## config.mk

```make
export PLATFORM = sky130hd
export DESIGN_NAME = cmd_stream_decoder
export DESIGN_NICKNAME = d
export VERILOG_FILES = /design/src/rtl/cmd_pkg.sv /design/src/rtl/cmd_word_split.sv /design/src/rtl/cmd_mask_pick.sv /design/src/rtl/cmd_stream_decoder.sv
export SDC_FILE = /design/constraint.sdc
export NUM_CORES = 1
export LEC_CHECK = 0
export BUFFER_PORTS_ARGS = -buffer_cell sky130_fd_sc_hd__buf_4
export CORE_MARGIN = 2
export CORE_UTILIZATION = 40
export CTS_BUF_LIST = sky130_fd_sc_hd__clkbuf_16
export DETAILED_ROUTE_END_ITERATION = 7
export HOLD_SLACK_MARGIN = 0.12
export PLACE_DENSITY_LB_ADDON = 0.1
export SYNTH_ARGS = -nofsm -noshare
export SYNTH_HDL_FRONTEND = slang
export SYNTH_SLANG_ARGS = --single-unit
export TNS_END_PERCENT = 20
```

## constraint.sdc

```tcl
create_clock -name clk -period 5.7 [get_ports clk]
set_clock_uncertainty 0.1 [all_clocks]
set_input_delay 1.14 -clock clk [delete_from_list [all_inputs] [get_ports clk]]
set_output_delay 1.14 -clock clk [all_outputs]
set_load 0.05 [all_outputs]
```

## src/rtl/cmd_pkg.sv

```systemverilog
package cmd_pkg;
    localparam int WORD_W  = 32;
    localparam int CLS_W   = 10;
    localparam int OFS_W   = 12;
    localparam int CNT_W   = 16;
    localparam int MASK_W  = 16;
    localparam int SMASK_W = 6;
    localparam int GCNT_W  = 14;
    localparam int LIDX_W  = 8;
    localparam int OP_W    = 4;

    localparam logic [OP_W-1:0] OP_SETCL   = 4'h0;
    localparam logic [OP_W-1:0] OP_INCR    = 4'h1;
    localparam logic [OP_W-1:0] OP_NONINCR = 4'h2;
    localparam logic [OP_W-1:0] OP_MASK    = 4'h3;
    localparam logic [OP_W-1:0] OP_IMM     = 4'h4;
    localparam logic [OP_W-1:0] OP_RESTART = 4'h5;
    localparam logic [OP_W-1:0] OP_GATHER  = 4'h6;
    localparam logic [OP_W-1:0] OP_EXTEND  = 4'hE;

    localparam logic [3:0] SUB_ACQUIRE = 4'h0;
    localparam logic [3:0] SUB_RELEASE = 4'h1;

    typedef enum logic [1:0] {
        S_HEADER  = 2'd0,
        S_PAYLOAD = 2'd1,
        S_GADDR   = 2'd2
    } dec_state_e;

    typedef enum logic [1:0] {
        M_INCR    = 2'd0,
        M_NONINCR = 2'd1,
        M_MASKED  = 2'd2
    } addr_mode_e;
endpackage

```

## src/rtl/cmd_word_split.sv

```systemverilog
module cmd_word_split
    import cmd_pkg::*;
(
    input  logic [WORD_W-1:0] word,
    output logic [OP_W-1:0]   op,
    output logic [OFS_W-1:0]  ofs,
    output logic [CLS_W-1:0]  cls,
    output logic [MASK_W-1:0] cls_mask,
    output logic [MASK_W-1:0] low16,
    output logic [3:0]        sub,
    output logic [LIDX_W-1:0] lidx
);
    assign op       = word[31:28];
    assign ofs      = word[27:16];
    assign cls      = word[15:6];
    assign cls_mask = {{(MASK_W-SMASK_W){1'b0}}, word[SMASK_W-1:0]};
    assign low16    = word[15:0];
    assign sub      = word[27:24];
    assign lidx     = word[LIDX_W-1:0];
endmodule

```

## src/rtl/cmd_mask_pick.sv

```systemverilog
module cmd_mask_pick #(
    parameter int W = 16,
    localparam int IDX_W = $clog2(W)
) (
    input  logic [W-1:0]     mask,
    output logic [IDX_W-1:0] idx,
    output logic [W-1:0]     rest,
    output logic             rest_empty
);
    logic [W-1:0] lowest;

    always_comb begin
        logic seen;
        seen   = 1'b0;
        lowest = '0;
        idx    = '0;
        for (int i = 0; i < W; i++) begin
            if (mask[i] && !seen) begin
                lowest[i] = 1'b1;
                idx       = IDX_W'(i);
                seen      = 1'b1;
            end
        end
    end

    assign rest       = mask & ~lowest;
    assign rest_empty = (rest == '0);
endmodule

```

## src/rtl/cmd_stream_decoder.sv

```systemverilog
module cmd_stream_decoder
    import cmd_pkg::*;
(
    input  logic              clk,
    input  logic              rst,
    input  logic              in_valid,
    output logic              in_ready,
    input  logic [WORD_W-1:0] in_data,
    input  logic              in_last,
    output logic              wr_valid,
    output logic [CLS_W-1:0]  wr_class,
    output logic [OFS_W-1:0]  wr_offset,
    output logic [WORD_W-1:0] wr_data,
    output logic              rs_valid,
    output logic [WORD_W-1:0] rs_addr,
    output logic              ga_valid,
    output logic [OFS_W-1:0]  ga_offset,
    output logic              ga_insert,
    output logic              ga_type,
    output logic [GCNT_W-1:0] ga_count,
    output logic [WORD_W-1:0] ga_addr,
    output logic              lk_valid,
    output logic              lk_release,
    output logic [LIDX_W-1:0] lk_index,
    output logic              ext_unknown,
    output logic              trunc_err
);
    localparam int IDX_W  = $clog2(MASK_W);
    localparam int GHDR_W = OFS_W + 2 + GCNT_W;

    dec_state_e state_q, state_d;
    addr_mode_e mode_q;
    logic [CLS_W-1:0]  class_q;
    logic [OFS_W-1:0]  base_q;
    logic [CNT_W-1:0]  cnt_q;
    logic [MASK_W-1:0] mask_q;
    logic [GHDR_W-1:0] ghdr_q;
    logic              ready_q;
    logic              wr_pay_q;
    addr_mode_e        wr_mode_q;

    logic [OP_W-1:0]   h_op;
    logic [OFS_W-1:0]  h_ofs;
    logic [CLS_W-1:0]  h_cls;
    logic [MASK_W-1:0] h_cmask;
    logic [MASK_W-1:0] h_low;
    logic [3:0]        h_sub;
    logic [LIDX_W-1:0] h_lidx;

    logic [IDX_W-1:0]  pick_idx;
    logic [MASK_W-1:0] pick_rest;
    logic              pick_empty;

    logic fire, trunc;

    cmd_word_split u_split (
        .word     (in_data),
        .op       (h_op),
        .ofs      (h_ofs),
        .cls      (h_cls),
        .cls_mask (h_cmask),
        .low16    (h_low),
        .sub      (h_sub),
        .lidx     (h_lidx)
    );

    cmd_mask_pick #(.W(MASK_W)) u_pick (
        .mask       (mask_q),
        .idx        (pick_idx),
        .rest       (pick_rest),
        .rest_empty (pick_empty)
    );

    assign in_ready = ready_q;
    assign fire     = in_valid && ready_q;

    // next-state logic
    always_comb begin
        state_d = state_q;
        if (fire) begin
            unique case (state_q)
                S_HEADER: begin
                    if (h_op == OP_SETCL && h_cmask != '0)
                        state_d = S_PAYLOAD;
                    else if ((h_op == OP_INCR || h_op == OP_NONINCR) && h_low != '0)
                        state_d = S_PAYLOAD;
                    else if (h_op == OP_MASK && h_low != '0)
                        state_d = S_PAYLOAD;
                    else if (h_op == OP_GATHER)
                        state_d = S_GADDR;
                end
                S_PAYLOAD: begin
                    if (mode_q == M_MASKED) begin
                        if (pick_empty) state_d = S_HEADER;
                    end else if (cnt_q == CNT_W'(1)) begin
                        state_d = S_HEADER;
                    end
                end
                S_GADDR: state_d = S_HEADER;
                default: state_d = S_HEADER;
            endcase
        end
        trunc = fire && in_last && (state_d != S_HEADER);
        if (trunc) state_d = S_HEADER;
    end

    // state register and payload bookkeeping
    always_ff @(posedge clk) begin
        if (rst) begin
            state_q <= S_HEADER;
            mode_q  <= M_INCR;
            class_q <= '0;
            base_q  <= '0;
            cnt_q   <= '0;
            mask_q  <= '0;
            ghdr_q  <= '0;
            ready_q <= 1'b0;
        end else begin
            ready_q <= 1'b1;
            state_q <= state_d;
            if (fire) begin
                unique case (state_q)
                    S_HEADER: begin
                        base_q <= h_ofs;
                        if (h_op == OP_SETCL) begin
                            class_q <= h_cls;
                            mode_q  <= M_MASKED;
                            mask_q  <= h_cmask;
                        end else if (h_op == OP_INCR) begin
                            mode_q <= M_INCR;
                            cnt_q  <= h_low;
                        end else if (h_op == OP_NONINCR) begin
                            mode_q <= M_NONINCR;
                            cnt_q  <= h_low;
                        end else if (h_op == OP_MASK) begin
                            mode_q <= M_MASKED;
                            mask_q <= h_low;
                        end else if (h_op == OP_GATHER) begin
                            ghdr_q <= in_data[GHDR_W-1:0];
                        end
                    end
                    S_PAYLOAD: begin
                        if (mode_q == M_MASKED) begin
                            mask_q <= pick_rest;
                        end else begin
                            cnt_q <= cnt_q - CNT_W'(1);
                            if (mode_q == M_INCR) base_q <= base_q + OFS_W'(1);
                        end
                    end
                    default: ;
                endcase
            end
        end
    end

    // registered outputs
    always_ff @(posedge clk) begin
        if (rst) begin
            wr_valid    <= 1'b0;
            wr_class    <= '0;
            wr_offset   <= '0;
            wr_data     <= '0;
            wr_pay_q    <= 1'b0;
            wr_mode_q   <= M_INCR;
            rs_valid    <= 1'b0;
            rs_addr     <= '0;
            ga_valid    <= 1'b0;
            ga_offset   <= '0;
            ga_insert   <= 1'b0;
            ga_type     <= 1'b0;
            ga_count    <= '0;
            ga_addr     <= '0;
            lk_valid    <= 1'b0;
            lk_release  <= 1'b0;
            lk_index    <= '0;
            ext_unknown <= 1'b0;
            trunc_err   <= 1'b0;
        end else begin
            wr_valid    <= 1'b0;
            wr_pay_q    <= 1'b0;
            rs_valid    <= 1'b0;
            ga_valid    <= 1'b0;
            lk_valid    <= 1'b0;
            ext_unknown <= 1'b0;
            trunc_err   <= trunc;
            if (fire) begin
                unique case (state_q)
                    S_HEADER: begin
                        if (h_op == OP_IMM) begin
                            wr_valid  <= 1'b1;
                            wr_class  <= class_q;
                            wr_offset <= h_ofs;
                            wr_data   <= {{(WORD_W-MASK_W){1'b0}}, h_low};
                        end else if (h_op == OP_RESTART) begin
                            rs_valid <= 1'b1;
                            rs_addr  <= {in_data[WORD_W-5:0], 4'b0000};
                        end else if (h_op == OP_EXTEND) begin
                            if (h_sub == SUB_ACQUIRE || h_sub == SUB_RELEASE) begin
                                lk_valid   <= 1'b1;
                                lk_release <= (h_sub == SUB_RELEASE);
                                lk_index   <= h_lidx;
                            end else begin
                                ext_unknown <= 1'b1;
                            end
                        end
                    end
                    S_PAYLOAD: begin
                        wr_valid  <= 1'b1;
                        wr_pay_q  <= 1'b1;
                        wr_mode_q <= mode_q;
                        wr_class  <= class_q;
                        wr_offset <= (mode_q == M_MASKED) ? base_q + OFS_W'(pick_idx) : base_q;
                        wr_data   <= in_data;
                    end
                    S_GADDR: begin
                        ga_valid  <= 1'b1;
                        ga_offset <= ghdr_q[GHDR_W-1 -: OFS_W];
                        ga_insert <= ghdr_q[GCNT_W+1];
                        ga_type   <= ghdr_q[GCNT_W];
                        ga_count  <= ghdr_q[GCNT_W-1:0];
                        ga_addr   <= in_data;
                    end
                    default: ;
                endcase
            end
        end
    end

    // a cycle with no accepted word yields no pulse on the next edge
    p_quiet_idle_r14: assert property (@(posedge clk) disable iff (rst)
        $past(!(in_valid && in_ready)) |-> !(wr_valid || rs_valid || ga_valid || lk_valid || ext_unknown));

    // consecutive incrementing payload writes step the offset by one
    p_incr_step_r4: assert property (@(posedge clk) disable iff (rst)
        (wr_valid && wr_pay_q && wr_mode_q == M_INCR &&
         $past(wr_valid && wr_pay_q && wr_mode_q == M_INCR)) |-> wr_offset == $past(wr_offset) + OFS_W'(1));

    // consecutive fixed-address payload writes keep the offset
    p_fixed_ofs_r5: assert property (@(posedge clk) disable iff (rst)
        (wr_valid && wr_pay_q && wr_mode_q == M_NONINCR &&
         $past(wr_valid && wr_pay_q && wr_mode_q == M_NONINCR)) |-> wr_offset == $past(wr_offset));

    // restart address is word aligned to 16 bytes
    p_restart_align_r8: assert property (@(posedge clk) disable iff (rst)
        rs_valid |-> rs_addr[3:0] == 4'b0000);

    // after the gather address the decoder waits for a header
    p_gather_done_r9: assert property (@(posedge clk) disable iff (rst)
        ga_valid |-> state_q == S_HEADER);

    // a truncation always leaves the decoder at a header boundary
    p_trunc_home_r13: assert property (@(posedge clk) disable iff (rst)
        trunc_err |-> state_q == S_HEADER);
endmodule

```

==> metrics.md <==
| Metric | Value |
|---|---|
| Post-synth EDFFs | `0` |
| Die area | `27290 µm²` |
| DR vias | `9818` |
| Clk Latency, worst-skew pair | `approximately 0.54 ns` |
| Layout cells sized above 1 | `0.1764` |
| Placed inst area | `~12000 µm²` |
| Flops & latches, synth | `244` |
| Final GP Congestion | `0.8652` |
| Clock sink count | `~240` |
| Critical-path top delay cell | `or4_1` |
| Routed WL | `33740 µm` |
| Grt met1 use | `0.3340` |
| Slew Limit Fails | `0` |
| Area grow syn2layout | `22.28%` |
| Crit Path Max Fanout | `8` |
| Post-CTS Setup Repair Bufs | `0` |
| Detailed placement HPWL | `21730 µm` |
| Synth Instances | `1347` |
| Fin nets | `1512` |
| Final min period | `3.608 ns` |
| Max-cap violations | `0` |
| Post-synth top flop | `dfxtp_1` |
| Post-CTS resize count | `0` |
| Initial antenna violation count | `0` |
| Critical Path RT | `between 6 and 7 ns` |
| First-pass DRT Iterations | `4` |
| CTS Hold Bufs | `0` |
| Post-place setup slack | `between 2 and 2.5 ns` |
| FF/Latch Area | `around 5000 µm²` |
| Outcome | `completed` |
| Crit-path cells | `or4_1, nor3_2, nand2_1, o221ai_1, fa_1, a21o_1, a21oi_1, or4_1, a311o_1, a21oi_1` |
| GR peak layer | `met2` |
| Number of distinct library cells after synthesis | `66` |
| Register area share after synthesis | `0.4700` |
| First-pass GRT wire length | `51360 µm` |
| Pleak | `4.759 nW` |
| CTS tree | `built` |
| Crit path buffers/inverters | `0` |
| Die extent in y | `165.2 µm` |
| Total track usage | `0.2407` |
| TNS Setup | `0 ns` |
| Routed len/inst | `between 15 and 20 µm` |
| Core ar. | `approximately 25000 µm²` |
| CTS max path bufs | `3` |
| Most frequent cells in the layout | `nand2_1, dfxtp_1, a21oi_1` |
| Number of CTS-inserted buffers | `27` |
| Period utilization | `0.6329` |
| Grt total ovfl | `0` |
| Final worst slack | `2.092 ns` |
| Avg Vias per Cell | `5.409` |
| Die span in x | `between 150 and 200 µm` |
| Root Buffer | `clkbuf_16` |
| H-Tree Depth | `1` |
| Met3 usage | `0.05345` |
| Initial Utilization | `0.4103` |
| Fillers | `~2500` |
| Ys Warns | `0` |
| Pwr Total | `between 0.003 and 0.004 W` |
| Area of the multi-input gates | `4994 µm²` |
| IO buf count | `193` |
| Post-synthesis cell area | `~10000 µm²` |
| Largest net degree at the start of global routing | `91` |
| Initial DRC Count | `between 700 and 800` |
| Vias in the first global route | `8782` |
| Final instance area | `about 13000 µm²` |
| Commonest non-fill, non-tap cell in the layout | `nand2_1` |
| # DRC | `0` |
| Endpoints failing hold | `0` |
| Final Setup Violations | `0` |
| Diodes inserted | `0` |
| Post-route ant nets | `0` |
| I/O Pins | `198` |
| Max VDD drop | `between 150 and 200 µV` |
| GR met2 Demand/Resource | `0.3737` |
| Achievable clock frequency | `277.2 MHz` |
| Reg2reg setup slack | `2.09 ns` |
| Hold Path Class | `flop to flop` |
| Worst slew margin | `0.2835` |
| Row cnt | `58` |
| Transition time of the tightest slew-check pin | `1.072 ns` |
| Worst setup SP type | `flop` |
| Critical path's largest stage delay | `between 0.6 and 0.7 ns` |
| Ys async rst share | `0` |
| Mean area per synthesized cell | `7.715 µm²` |
| WS Path Type | `flop to flop` |
| Unrepaired setup endpoints after global routing | `false` |
| CP delay by family, top | `simple AND/OR/NAND/NOR gates` |
| Cell Pwr Density | `287.3 nW/µm²` |
| Crit. End Element | `flop` |
| Data arrival, critical path | `3.97 ns` |
| CTS clock-pin slew for the worst setup and hold paths | `approximately 0.060 ns` |
==> worst register-to-register path, stage by stage (launching register included) <==
cell	delay, ns
dfxtp_1	0.36
or4_1	0.69
nor3_2	0.44
nand2_1	0.19
o221ai_1	0.32
fa_1	0.28
a21o_1	0.12
a21oi_1	0.16
or4_1	0.44
a311o_1	0.32
a21oi_1	0.12
==> path summary, 6_finish.rpt <==
kind                               start  cells past startpoint                    endpoint
setup / recovery  mask_q[4]$_SDFFE_PP0P_                     10  wr_offset[10]$_SDFFE_PP0P_
hold / removal    ghdr_q[5]$_SDFFE_PP0P_                      2    ga_count[5]$_SDFFE_PP0P_
setup reg to reg  mask_q[4]$_SDFFE_PP0P_                     10  wr_offset[10]$_SDFFE_PP0P_
hold reg to reg   ghdr_q[5]$_SDFFE_PP0P_                      2    ga_count[5]$_SDFFE_PP0P_
==> kinds of logic after synthesis <==
family,Yosys count,share of synthesized area
compound gates,366,0.2032
xor+xnor,4,0.003372
fa+ha+maj,9,0.01132
buf+inv,132,0.05369
flops,244,0.4700
mux,19,0.01830
other cells,1,0.0003608
simple gates,572,0.2397
==> Yosys cell counts (5+ instances only) <==
cell type | instances | area, µm²
nor2_1 | 79 | 296.5
mux2i_1 | 19 | 190.2
or3_1 | 7 | 43.79
buf_4 | 9 | 67.56
a21o_1 | 6 | 45.04
a31oi_1 | 9 | 56.30
buf_1 | 6 | 22.52
a211oi_1 | 8 | 60.06
or4_1 | 7 | 52.55
ha_1 | 7 | 87.58
inv_1 | 14 | 52.55
o31ai_1 | 8 | 60.06
nand2_1 | 355 | 1333
o21a_1 | 7 | 52.55
nand3_1 | 42 | 210.2
clkbuf_1 | 90 | 337.8
nor4_1 | 9 | 56.30
nor2b_1 | 6 | 37.54
a21oi_1 | 231 | 1156
and2_1 | 5 | 31.28
nand2b_1 | 7 | 43.79
dfxtp_1 | 244 | 4885
nor3_1 | 25 | 125.1
buf_2 | 11 | 55.05
o21ai_0 | 47 | 235.2
==> stage by stage <==
stage | hold slack (ns) | utilization | cells
2_1_floorplan | 0.3316 | - | 1350
3_3_place_gp | 0.3379 | 0.4699 | 1769
3_5_place_dp | 0.3445 | 0.4699 | 1769
4_1_cts | 0.3508 | 0.5018 | 1815
5_1_grt | 0.3654 | 0.5018 | 1815
6_report | 0.3466 | 0.5018 | 1815
==> power by group <==
group | switching (W) | internal [W] | total [W]
sequential | 0.0000202 | 0.00172 | 0.00174
combinational | 0.000192 | 0.0000784 | 0.000270
clock | 0.000699 | 0.000939 | 0.00164
==> metal layers <==
metal | vias up | part of all wire | wire length, µm
met5 | - | 0 | 0
met4 | 0 | 0.029 | 995
met3 | 62 | 0.076 | 2575
met2 | 301 | 0.44 | 14980
met1 | 4607 | 0.45 | 15190
li1 | 4848 | - | -
==> cell type report <==
cell class / instances / share of cell area
Inverter: 14 / 0.004135
Clock inverter: 19 / 0.01034
Multi-Input combinational cell: 974 / 0.3929
Clock buffer: 27 / 0.05317
Tap cell: 330 / 0.03249
Sequential cell: 244 / 0.3844
Timing Repair Buffer: 207 / 0.1226
==> state kept, by name, indices dropped and copies added (netlist names), 2 cells and up <==
signal,flops
ga_addr,32
wr_data,32
ghdr_q,28
rs_addr,28
cnt_q,16
mask_q,16
ga_count,14
base_q,12
ga_offset,12
wr_offset,12
class_q,10
wr_class,10
lk_index,8
mode_q,2
state_q,2
Note: power is estimated with default switching activity, not from simulation.
